<file path="src/rtl/swclk_pkg.sv">
package swclk_pkg;

    typedef enum logic {
        ROLE_FOLLOW = 1'b0,
        ROLE_LEAD   = 1'b1
    } role_e;

    typedef struct packed {
        logic accept;
        logic expire;
    } cyc_evt_t;

    function automatic int eff_period(input int cfg, input int dflt, input int lo);
        if (cfg == 0 || cfg > dflt) return dflt;
        if (cfg < lo) return lo;
        return cfg;
    endfunction

endpackage

</file>
<file path="src/rtl/swclk_in_filter.sv">
module swclk_in_filter #(
    parameter int MIN_W = 4
) (
    input  logic clk,
    input  logic rst,
    input  logic line_in,
    input  logic self_drive,
    output logic accept
);
    localparam int HW = $clog2(MIN_W + 1);

    logic [HW-1:0] hi_cnt;
    logic          seen;

    assign seen   = line_in & ~self_drive;
    assign accept = seen && (hi_cnt == HW'(MIN_W - 1));

    always_ff @(posedge clk) begin
        if (rst) begin
            hi_cnt <= '0;
        end else if (!seen) begin
            hi_cnt <= '0;
        end else if (hi_cnt != HW'(MIN_W)) begin
            hi_cnt <= hi_cnt + HW'(1);
        end
    end

    AST_SINGLE_ACCEPT: assert property (@(posedge clk) disable iff (rst)
        accept |=> !accept);

    generate
        if (MIN_W >= 2) begin : g_hist
            AST_ACC_NEEDS_HISTORY: assert property (@(posedge clk) disable iff (rst)
                accept |-> $past(seen));
        end
    endgenerate

endmodule

</file>
<file path="src/rtl/swclk_period_ctr.sv">
module swclk_period_ctr
    import swclk_pkg::*;
#(
    parameter int PER_W      = 10,
    parameter int DEF_PERIOD = 200,
    parameter int MIN_PERIOD = 50
) (
    input  logic             clk,
    input  logic             rst,
    input  logic [PER_W-1:0] period_cfg,
    input  logic             accept,
    output logic [PER_W-1:0] cnt,
    output logic [PER_W-1:0] per_q,
    output logic             cyc_start,
    output role_e            role
);
    logic [PER_W-1:0] per_next;
    cyc_evt_t         evt;

    assign per_next   = PER_W'(eff_period(int'(period_cfg), DEF_PERIOD, MIN_PERIOD));
    assign evt.accept = accept;
    assign evt.expire = (cnt == per_q - PER_W'(1));

    always_ff @(posedge clk) begin
        if (rst) begin
            cnt       <= '0;
            per_q     <= per_next;
            cyc_start <= 1'b0;
            role      <= ROLE_LEAD;
        end else if (evt.accept) begin
            cnt       <= '0;
            per_q     <= per_next;
            cyc_start <= 1'b1;
            role      <= ROLE_FOLLOW;
        end else if (evt.expire) begin
            cnt       <= '0;
            per_q     <= per_next;
            cyc_start <= 1'b1;
            role      <= ROLE_LEAD;
        end else begin
            cnt       <= cnt + PER_W'(1);
            cyc_start <= 1'b0;
        end
    end

    AST_CNT_IN_RANGE: assert property (@(posedge clk) disable iff (rst)
        cnt < per_q);

    AST_PERIOD_HELD: assert property (@(posedge clk) disable iff (rst)
        !$stable(per_q) |-> (cyc_start || $past(rst)));

    AST_FOLLOW_ON_ACCEPT: assert property (@(posedge clk) disable iff (rst)
        accept |=> (role == ROLE_FOLLOW && cyc_start && cnt == '0));

    AST_LEAD_ON_EXPIRY: assert property (@(posedge clk) disable iff (rst)
        (evt.expire && !accept) |=> (role == ROLE_LEAD && cyc_start));

endmodule

</file>
<file path="src/rtl/swclk_pulse_gen.sv">
module swclk_pulse_gen #(
    parameter int PER_W = 10,
    parameter int MIN_W = 4,
    parameter int OUT_W = 6
) (
    input  logic             clk,
    input  logic             rst,
    input  logic [PER_W-1:0] cnt,
    input  logic [PER_W-1:0] per_q,
    input  logic             accept,
    output logic             pulse
);
    localparam int OW = $clog2(OUT_W + 1);

    logic [OW-1:0]    left;
    logic [PER_W-1:0] lead;
    logic             trig;

    assign lead  = (per_q >> 1) - PER_W'(MIN_W);
    assign trig  = (cnt == lead - PER_W'(1)) && !accept;
    assign pulse = (left != '0);

    always_ff @(posedge clk) begin
        if (rst || accept) begin
            left <= '0;
        end else if (trig) begin
            left <= OW'(OUT_W);
        end else if (left != '0) begin
            left <= left - OW'(1);
        end
    end

    AST_PULSE_AT_LEAD: assert property (@(posedge clk) disable iff (rst)
        $rose(pulse) |-> (cnt == lead));

    AST_PULSE_DROPPED: assert property (@(posedge clk) disable iff (rst)
        accept |=> !pulse);

endmodule

</file>
<file path="src/rtl/swclk_sync.sv">
module swclk_sync
    import swclk_pkg::*;
#(
    parameter int PER_W      = 10,
    parameter int DEF_PERIOD = 200,
    parameter int MIN_PERIOD = 50,
    parameter int MIN_W      = 4,
    parameter int OUT_W      = 6
) (
    input  logic             clk,
    input  logic             rst,
    input  logic [PER_W-1:0] period_cfg,
    input  logic             sync_in,
    output logic             sync_out,
    output logic             sync_oe,
    output logic             cyc_start
);
    logic [PER_W-1:0] cnt;
    logic [PER_W-1:0] per_q;
    logic             accept;
    logic             self_drive;
    role_e            role;

    assign sync_oe    = (role == ROLE_LEAD);
    assign self_drive = sync_oe & sync_out;

    swclk_in_filter #(.MIN_W(MIN_W)) u_filter (
        .clk        (clk),
        .rst        (rst),
        .line_in    (sync_in),
        .self_drive (self_drive),
        .accept     (accept)
    );

    swclk_period_ctr #(
        .PER_W      (PER_W),
        .DEF_PERIOD (DEF_PERIOD),
        .MIN_PERIOD (MIN_PERIOD)
    ) u_ctr (
        .clk        (clk),
        .rst        (rst),
        .period_cfg (period_cfg),
        .accept     (accept),
        .cnt        (cnt),
        .per_q      (per_q),
        .cyc_start  (cyc_start),
        .role       (role)
    );

    swclk_pulse_gen #(
        .PER_W (PER_W),
        .MIN_W (MIN_W),
        .OUT_W (OUT_W)
    ) u_pulse (
        .clk    (clk),
        .rst    (rst),
        .cnt    (cnt),
        .per_q  (per_q),
        .accept (accept),
        .pulse  (sync_out)
    );

    AST_OWN_PULSE_IGNORED: assert property (@(posedge clk) disable iff (rst)
        self_drive |-> !accept);

endmodule

</file>
<file path="config.mk">
export PLATFORM = sky130hd
export DESIGN_NAME = swclk_sync
export DESIGN_NICKNAME = d
export VERILOG_FILES = /design/src/rtl/swclk_pkg.sv /design/src/rtl/swclk_in_filter.sv /design/src/rtl/swclk_period_ctr.sv /design/src/rtl/swclk_pulse_gen.sv /design/src/rtl/swclk_sync.sv
export SDC_FILE = /design/constraint.sdc
export NUM_CORES = 1
export LEC_CHECK = 0
export BUFFER_PORTS_ARGS = -buffer_cell sky130_fd_sc_hd__buf_2
export CORE_AREA = 2 2 70 72
export CTS_CLUSTER_SIZE = 24
export DETAILED_ROUTE_END_ITERATION = 7
export DIE_AREA = 0 0 72 74
export HOLD_SLACK_MARGIN = 0.03
export PLACE_DENSITY = 0.69
export SYNTH_ARGS = -nofsm -noshare
export SYNTH_HDL_FRONTEND = slang
export SYNTH_HIERARCHICAL = 1
export SYNTH_SLANG_ARGS = --single-unit
</file>
<file path="constraint.sdc">
create_clock -name clk -period 2.1 [get_ports clk]
set_input_delay 0.315 -clock clk [delete_from_list [all_inputs] [get_ports clk]]
set_output_delay 0.315 -clock clk [all_outputs]
set_load 0.05 [all_outputs]
</file>
==> results.md, run 1 <==
* Area of the core at 4600 µm²
* Switching portion of total power at around 30%
* Top cell type's share of synthesized area at 18.2%
* Cell family with most CP delay: simple AND/OR/NAND/NOR gates
* Failing checks: setup timing
* Ys Warns at 6
* Worst r2r path cells at 7
* Area leader, netlist: dfxtp_1
* Cell count after synthesis at around 210
* Slew margin rel. at between 60% and 70%
* Ratio of cells with drive above 1 in the final layout at around a third
* Final Max Slew Viols at 0
* Worst Slack Setup Final at -79.2 ps
* Crit path max fanout at 3
* Top FF cell, synth: dfxtp_1
* Setup TNS at -734 ps
* CTS hold repair buffers at 0
* CP Capture Type: flop
* Combinational Power Share at around 30%
* Tmin final at roughly 2200 ps
* Final hold violations at 0
* Number of global-route vias before repair at about 1700
* Peak supply drop at 0.253 mV
* Placement row count at 25
* FF-to-FF Start: u_ctr/per_q[2]
* Max Cap Viol at 0
* F_max at 0.459 GHz
* Yosys reg bits at 28
* Clock Latency Late Sink at between 200 and 300 ps
* Synth Area in XOR/XNOR at around 14%
* Least-Margin Pin Slew at between 500 and 600 ps
* Worst path cell trace: inv_2 > ha_4 > nor2b_4 > or4_4 > a222oi_1 > o2111ai_2 > and3_2
* Hold crit path type: primary input to flop
* Sequential fraction of design power at a little under half
* Worst path arrival time at around 2400 ps
* Buf+Inv Stages, Crit Path at 1
* Synth Area in Simple Gates at between 20% and 30%
* Die Height at between 70 and 80 µm
* Clk network pwr share at around 22%
* CP Launch Point: u_ctr/per_q[2]
* Gpl congestion at between 1 and 1.5
* Post-DRT Antenna Nets at 0
* Post-synthesis mux area share at between 1 and 1.5%
* Adder-cell share of the synthesized area at 5.07%
* Syn-to-layout area delta at 27.6%
* Placed instance area at approximately 2300 µm²
* CP Launch Type: flop
* Starting density of the core at between 40% and 50%
* PD cells at about 520 nW/µm²
* Diodes inserted at 0
* DR vias/cell at between 5 and 6
* Setup crit end: u_pulse/left[0]
* Clk_skew at 8.62 ps
* Layout Nets at 280
* Synth area leaders: dfxtp_1 (18%), edfxtp_1 (15%), xnor2_1 (7.5%), ha_1 (5.1%), xor2_1 (4.9%)
* IO Pins at 16
* Register area share after synthesis at roughly 33%
* GR Overflow Total at 0
* Post-Syn Area at approximately 2000 µm²
* Tcrit/Tclk final at 104%
* Compound-gate portion of the synthesized area at 19.4%
* DR pass1 iterations at 4
* Largest net degree at the start of global routing at 16
* P_leak at between 0.9 and 1 nW
* Cell count along the critical path at 7
* Unrepaired setup endpoints after global routing: yes
* Worst slack, placed at -182 ps
* Count leader, synth: dfxtp_1
* Cts bufs inserted at 3
* Largest stage delay, worst path at roughly 500 ps
* Worst reg2reg setup slack at -80 ps
* Net switching power at between 0.0003 and 0.0004 W
* TritonCTS clock tree: done
* Htree depth at 1
* Clock Path Buffers at 2
* Number of synthesized flops with an enable pin at 10
* Die Span X at about 70 µm
* Slowest cell on the critical path: or4_4
* Synth Area per Inst at around 9.4 µm²
* Clock Sinks at 28
* Required @ worst endpoint at 2270 ps
* Clock root buffer: clkbuf_8
* Async SR Flop Fraction at 0%
* Wirelength per Cell at approximately 15 µm
* First-pass GRT wire length at between 7000 and 8000 µm
* Antenna violations before repair at 0
* Vias at between 1500 and 2000
* HPWL after DPL at about 3400 µm
* Post-synth cell types at roughly 60
* DRC viols at 0
* Largest family of logic cells by synthesized area: simple AND/OR/NAND/NOR gates
* Outcome: finished, violations left
* Clock-pin transition on the worst setup and hold timing paths at around 90 ps
* Total Routing Usage GR at 18.8%
* Cell internal pwr at between 0.0009 and 0.001 W
* Reg-to-reg endpoint: u_pulse/left[0]
* CP Class: flop to flop
* Setup violators final at 20
* Drt total wl at 4740 µm
* Post-route cell area at roughly 2500 µm²
* Starting DRT DRC Count at roughly 100
* Die area at approximately 5300 µm²
* Port bufs at 15
* Top post-synthesis cells by count: dfxtp_1 (18), xnor2_1 (17), inv_1 (16)
[layout by cell type, fill, tap and decap left out, drive strengths merged, types with 4 or more instances in the layout]
master | Yosys | routed
nand3 | 7 | 7
clkbuf | 1 | 4
edfxtp | 10 | 10
nand2 | 7 | 7
nor2 | 7 | 7
or4 | 4 | 4
inv | 16 | 15
xnor2 | 17 | 17
and3 | 6 | 6
buf | 3 | 45
nor3 | 11 | 11
a211oi | 10 | 10
a21o | 3 | 4
nand2b | 6 | 6
a21oi | 11 | 11
dfxtp | 18 | 18
xor2 | 11 | 11
ha | 8 | 8
[flip-flops by register name, summed over array words and instances (netlist names)]
signal,flops
u_filter/hi_cnt,3
u_ctr/role,1
u_ctr/cnt,10
u_pulse/left,3
u_ctr/per_q,10
u_ctr/cyc_start,1
[logic make-up after synthesis]
| family | after synthesis |
|---|---|
| muxes | 2 |
| AOI/OAI and AO/OA | 52 |
| adders and majority gates | 8 |
| other | 1 |
| and+or+nand+nor | 71 |
| buffers and inverters | 20 |
| DFF | 28 |
| xor gates and xnor gates | 29 |
[stage by stage]
| stage | total power [W] | cells | utilization [%] | hold slack, ps |
|---|---|---|---|---|
| after detailed placement | 0.000981 | 301 | 50.3 | 489 |
| after CTS | 0.00129 | 311 | 53.0 | 280 |
| after global placement | 0.000975 | 301 | 50.3 | 480 |
| after global routing | 0.00138 | 312 | 54.8 | 297 |
| final | 0.00130 | 312 | 54.8 | 296 |
| after floorplan | 0.000881 | 212 | - | 393 |
[timing repair]
action                                  in CTS  in global routing
endpoints found under the setup margin      13                 25
gates resized for setup                      7                 15
gates cloned                                 1                  0
pin swaps                                    8                 11
setup buffers                                5                  1
[per-layer routing]
metal  part of all wire [%]  GRT usage, %
met5                      0             0
met4                    2.4          7.13
met3                    3.9          2.03
met2                     50          33.2
met1                     44          23.8
[power by group through the flow]
stage                     Sequential (W)  Clock (W)  Combinational [W]
after floorplan                 0.000637          0           0.000244
after global placement          0.000636          0           0.000340
after detailed placement        0.000636          0           0.000345
after CTS                       0.000621   0.000305           0.000366
after global routing            0.000628   0.000326           0.000423
final                           0.000622   0.000291           0.000390
[final cells by class]
cell class | instances | area [µm²]
Clock buffer | 4 | 45.0
Inverter | 16 | 63.8
Multi-Input combinational cell | 165 | 1380
Tap cell | 54 | 67.6
Timing Repair Buffer | 45 | 300
Fill cell | 396 | 2080
Sequential cell | 28 | 661
[worst min-delay path by stage]
| stage | from | cells past startpoint | slack, ps | end |
|---|---|---|---|---|
| floorplan | rst | 1 | 390 | u_pulse/left[1] |
| global placement | u_filter/hi_cnt[1] | 2 | 480 | u_filter/hi_cnt[1] |
| detailed placement | u_filter/hi_cnt[1] | 2 | 490 | u_filter/hi_cnt[1] |
| CTS | rst | 2 | 280 | u_pulse/left[1] |
| global route | rst | 2 | 300 | u_pulse/left[1] |
| finish | rst | 2 | 300 | u_pulse/left[1] |
Note: power is estimated with default switching activity, not from simulation.
==> run 2: changes to the inputs <==
--- a/config.mk
+++ b/config.mk
@@ -11,7 +11,8 @@
 export DETAILED_ROUTE_END_ITERATION = 7
 export DIE_AREA = 0 0 72 74
 export HOLD_SLACK_MARGIN = 0.03
-export PLACE_DENSITY = 0.69
+export PLACE_DENSITY = 0.67
+export SKIP_CTS_REPAIR_TIMING = 1
 export SYNTH_ARGS = -nofsm -noshare
 export SYNTH_HDL_FRONTEND = slang
 export SYNTH_HIERARCHICAL = 1
==> constraint.sdc (replaced) <==
create_clock -name clk -period 2.4 [get_ports clk]
set_input_delay 0.36 -clock clk [delete_from_list [all_inputs] [get_ports clk]]
set_output_delay 0.36 -clock clk [all_outputs]
set_load 0.05 [all_outputs]
==> results.md, run 2 (synthesis results as in run 1) <==
* Largest net degree at the start of global routing at 16 (unchanged)
* Area of the core at 4600 µm² (unchanged)
* Clock-pin transition on the worst setup and hold timing paths at 90 ps (about the same)
* Reg-to-reg endpoint: u_pulse/left[1]
* DR vias/cell at 5.60 (-0.51%)
* F_max at 0.437 GHz (-4.9%)
* Antenna violations before repair at 0 (unchanged)
* Die Height at 74 µm (unchanged)
* Worst r2r path cells at 7 (unchanged)
* Final hold violations at 0 (unchanged)
* Hold Path Sink: u_pulse/left[1]
* Placement row count at 25 (unchanged)
* Clock Latency Late Sink at 270 ps (about the same)
* Top Registers: u_ctr/cnt (10), u_ctr/per_q (10)
* Most common cell after layout, fill and taps aside: dfxtp_1
* TritonCTS clock tree: done
* Crit path max fanout at 6 (+3)
* Hold crit path type: primary input to flop
* Gpl congestion at 0.865 (-14%)
* Highest-count cells in the layout ignoring fill and taps: dfxtp_1 (18), xnor2_1 (17), buf_4 (16), buf_2 (15), inv_1 (15)
* Max Cap Viol at 0 (unchanged)
* Worst reg2reg setup slack at 110 ps (+190 ps)
* Least-Margin Pin Slew at 608 ps (+107 ps)
* Post-DRT Antenna Nets at 0 (unchanged)
* Htree depth at 1 (unchanged)
* Peak supply drop at 0.240 mV (-4.8%)
* DR pass1 iterations at 4 (unchanged)
* P_leak at 0.876 nW (-9.7%)
* Tcrit/Tclk final at 95.4% (-8.3 points)
* Setup violators final at 0 (-100%)
* Ratio of cells with drive above 1 in the final layout at 24.3% (-9.4 points)
* Diodes inserted at 0 (unchanged)
* DRC viols at 0 (unchanged)
* Unrepaired setup endpoints after global routing: yes
* Outcome: finished clean
* Overall power at 0.00111 W (-15%)
* First-pass GRT wire length at 7140 µm (-8.9%)
* CP Capture Type: flop
* Multi-input combinational cell area at 1270 µm² (-8.0%)
* Number of global-route vias before repair at 1574 (-7.0%)
* Die Span X at 72 µm (unchanged)
* HPWL after DPL at 3150 µm (-8.5%)
* Worst hold path startpoint: rst
* GR Overflow Total at 0 (unchanged)
* Layout Nets at 265 (-5.4%)
* Starting density of the core at 43.0% (unchanged)
* Die area at 5330 µm² (unchanged)
* Required @ worst endpoint at 2590 ps (+320 ps)
* Vias at 1664 (-5.3%)
* Drt total wl at 4180 µm (-12%)
* Setup TNS at 0 ps (+734 ps)
* Tmin final at 2290 ps (+112 ps)
* Clock root buffer: clkbuf_8
* Wirelength per Cell at 14.1 µm (-7.4%)
* Sequential cell area at 661 µm² (unchanged)
* Worst path arrival time at 2480 ps (+130 ps)
* IO Pins at 16 (unchanged)
* Starting DRT DRC Count at 100 (-2.0%)
* PD cells at 480 nW/µm² (-7.1%)
* Clk_skew at 1.80 ps (-6.82 ps)
* Cts bufs inserted at 3 (unchanged)
* Clock Path Buffers at 2 (unchanged)
* Port bufs at 15 (unchanged)
* Clock Sinks at 28 (unchanged)
* CP Launch Type: flop
* Syn-to-layout area delta at 17.0%
* Slew margin rel. at 59.1% (-6.6 points)
* FF-to-FF Start: u_ctr/per_q[2]
* Final Max Slew Viols at 0 (unchanged)
* Fillers at 425 (+7.3%)
* Total Routing Usage GR at 17.0% (-1.7 points)
* CP Class: flop to flop
* Worst Hold Path Cells at 2 (unchanged)
==> run 2: worst max-delay path by stage <==
stage / from / to / cells after the start
2_1_floorplan: u_pulse/left[0] / u_ctr/per_q[0] / 8
3_3_place_gp: u_ctr/per_q[2] / u_pulse/left[0] / 7
4_1_cts: u_ctr/per_q[2] / u_pulse/left[1] / 7
5_1_grt: u_ctr/per_q[2] / u_pulse/left[1] / 7
6_report: u_ctr/per_q[2] / u_pulse/left[1] / 7
3_5_place_dp: u_ctr/per_q[2] / u_pulse/left[1] / 7
==> run 2: power breakdown <==
group / switching [W] / internal [W] / leakage (nW)
Combinational: 0.000142 / 0.000127 / 0.606
Sequential: 0.0000334 / 0.000517 / 0.241
Clock: 0.000143 / 0.000147 / 0.0288
==> run 2: stage by stage <==
stage | utilization, % | instances | hold WS, ps | area (µm²) | worst slack (ps)
6_report | 50.3 | 297 | 334 | 2310 | 109
5_1_grt | 50.3 | 297 | 327 | 2310 | 17.2
4_1_cts | 49.1 | 295 | 322 | 2260 | 36.1
3_5_place_dp | 47.9 | 291 | 475 | 2200 | 57.9
3_3_place_gp | 47.9 | 291 | 472 | 2200 | 100
2_1_floorplan | - | 212 | 438 | 1980 | 66.1
==> run 2: layout make-up <==
class | count | share of cell area, %
tap | 54 | 2.92
clock buffer | 4 | 2.38
multi-input combinational | 164 | 55.1
timing repair buffer | 31 | 8.45
sequential | 28 | 28.6
inverter | 16 | 2.60
==> run 2: critical path, stage by stage (launching register included) <==
cell and delay, ps:
edfxtp_1 520, inv_2 120, ha_4 140, nor2b_1 80
or4_1 510, a222oi_1 350, o2111ai_2 230, a311oi_2 270
==> run 2: per-layer routing <==
layer	GRT usage [%]	up-vias	wire length, µm
li1	-	851	-
met1	21.7	768	1910
met2	30.0	41	2040
met3	2.57	4	167
met4	5.24	0	61
met5	0	-	0
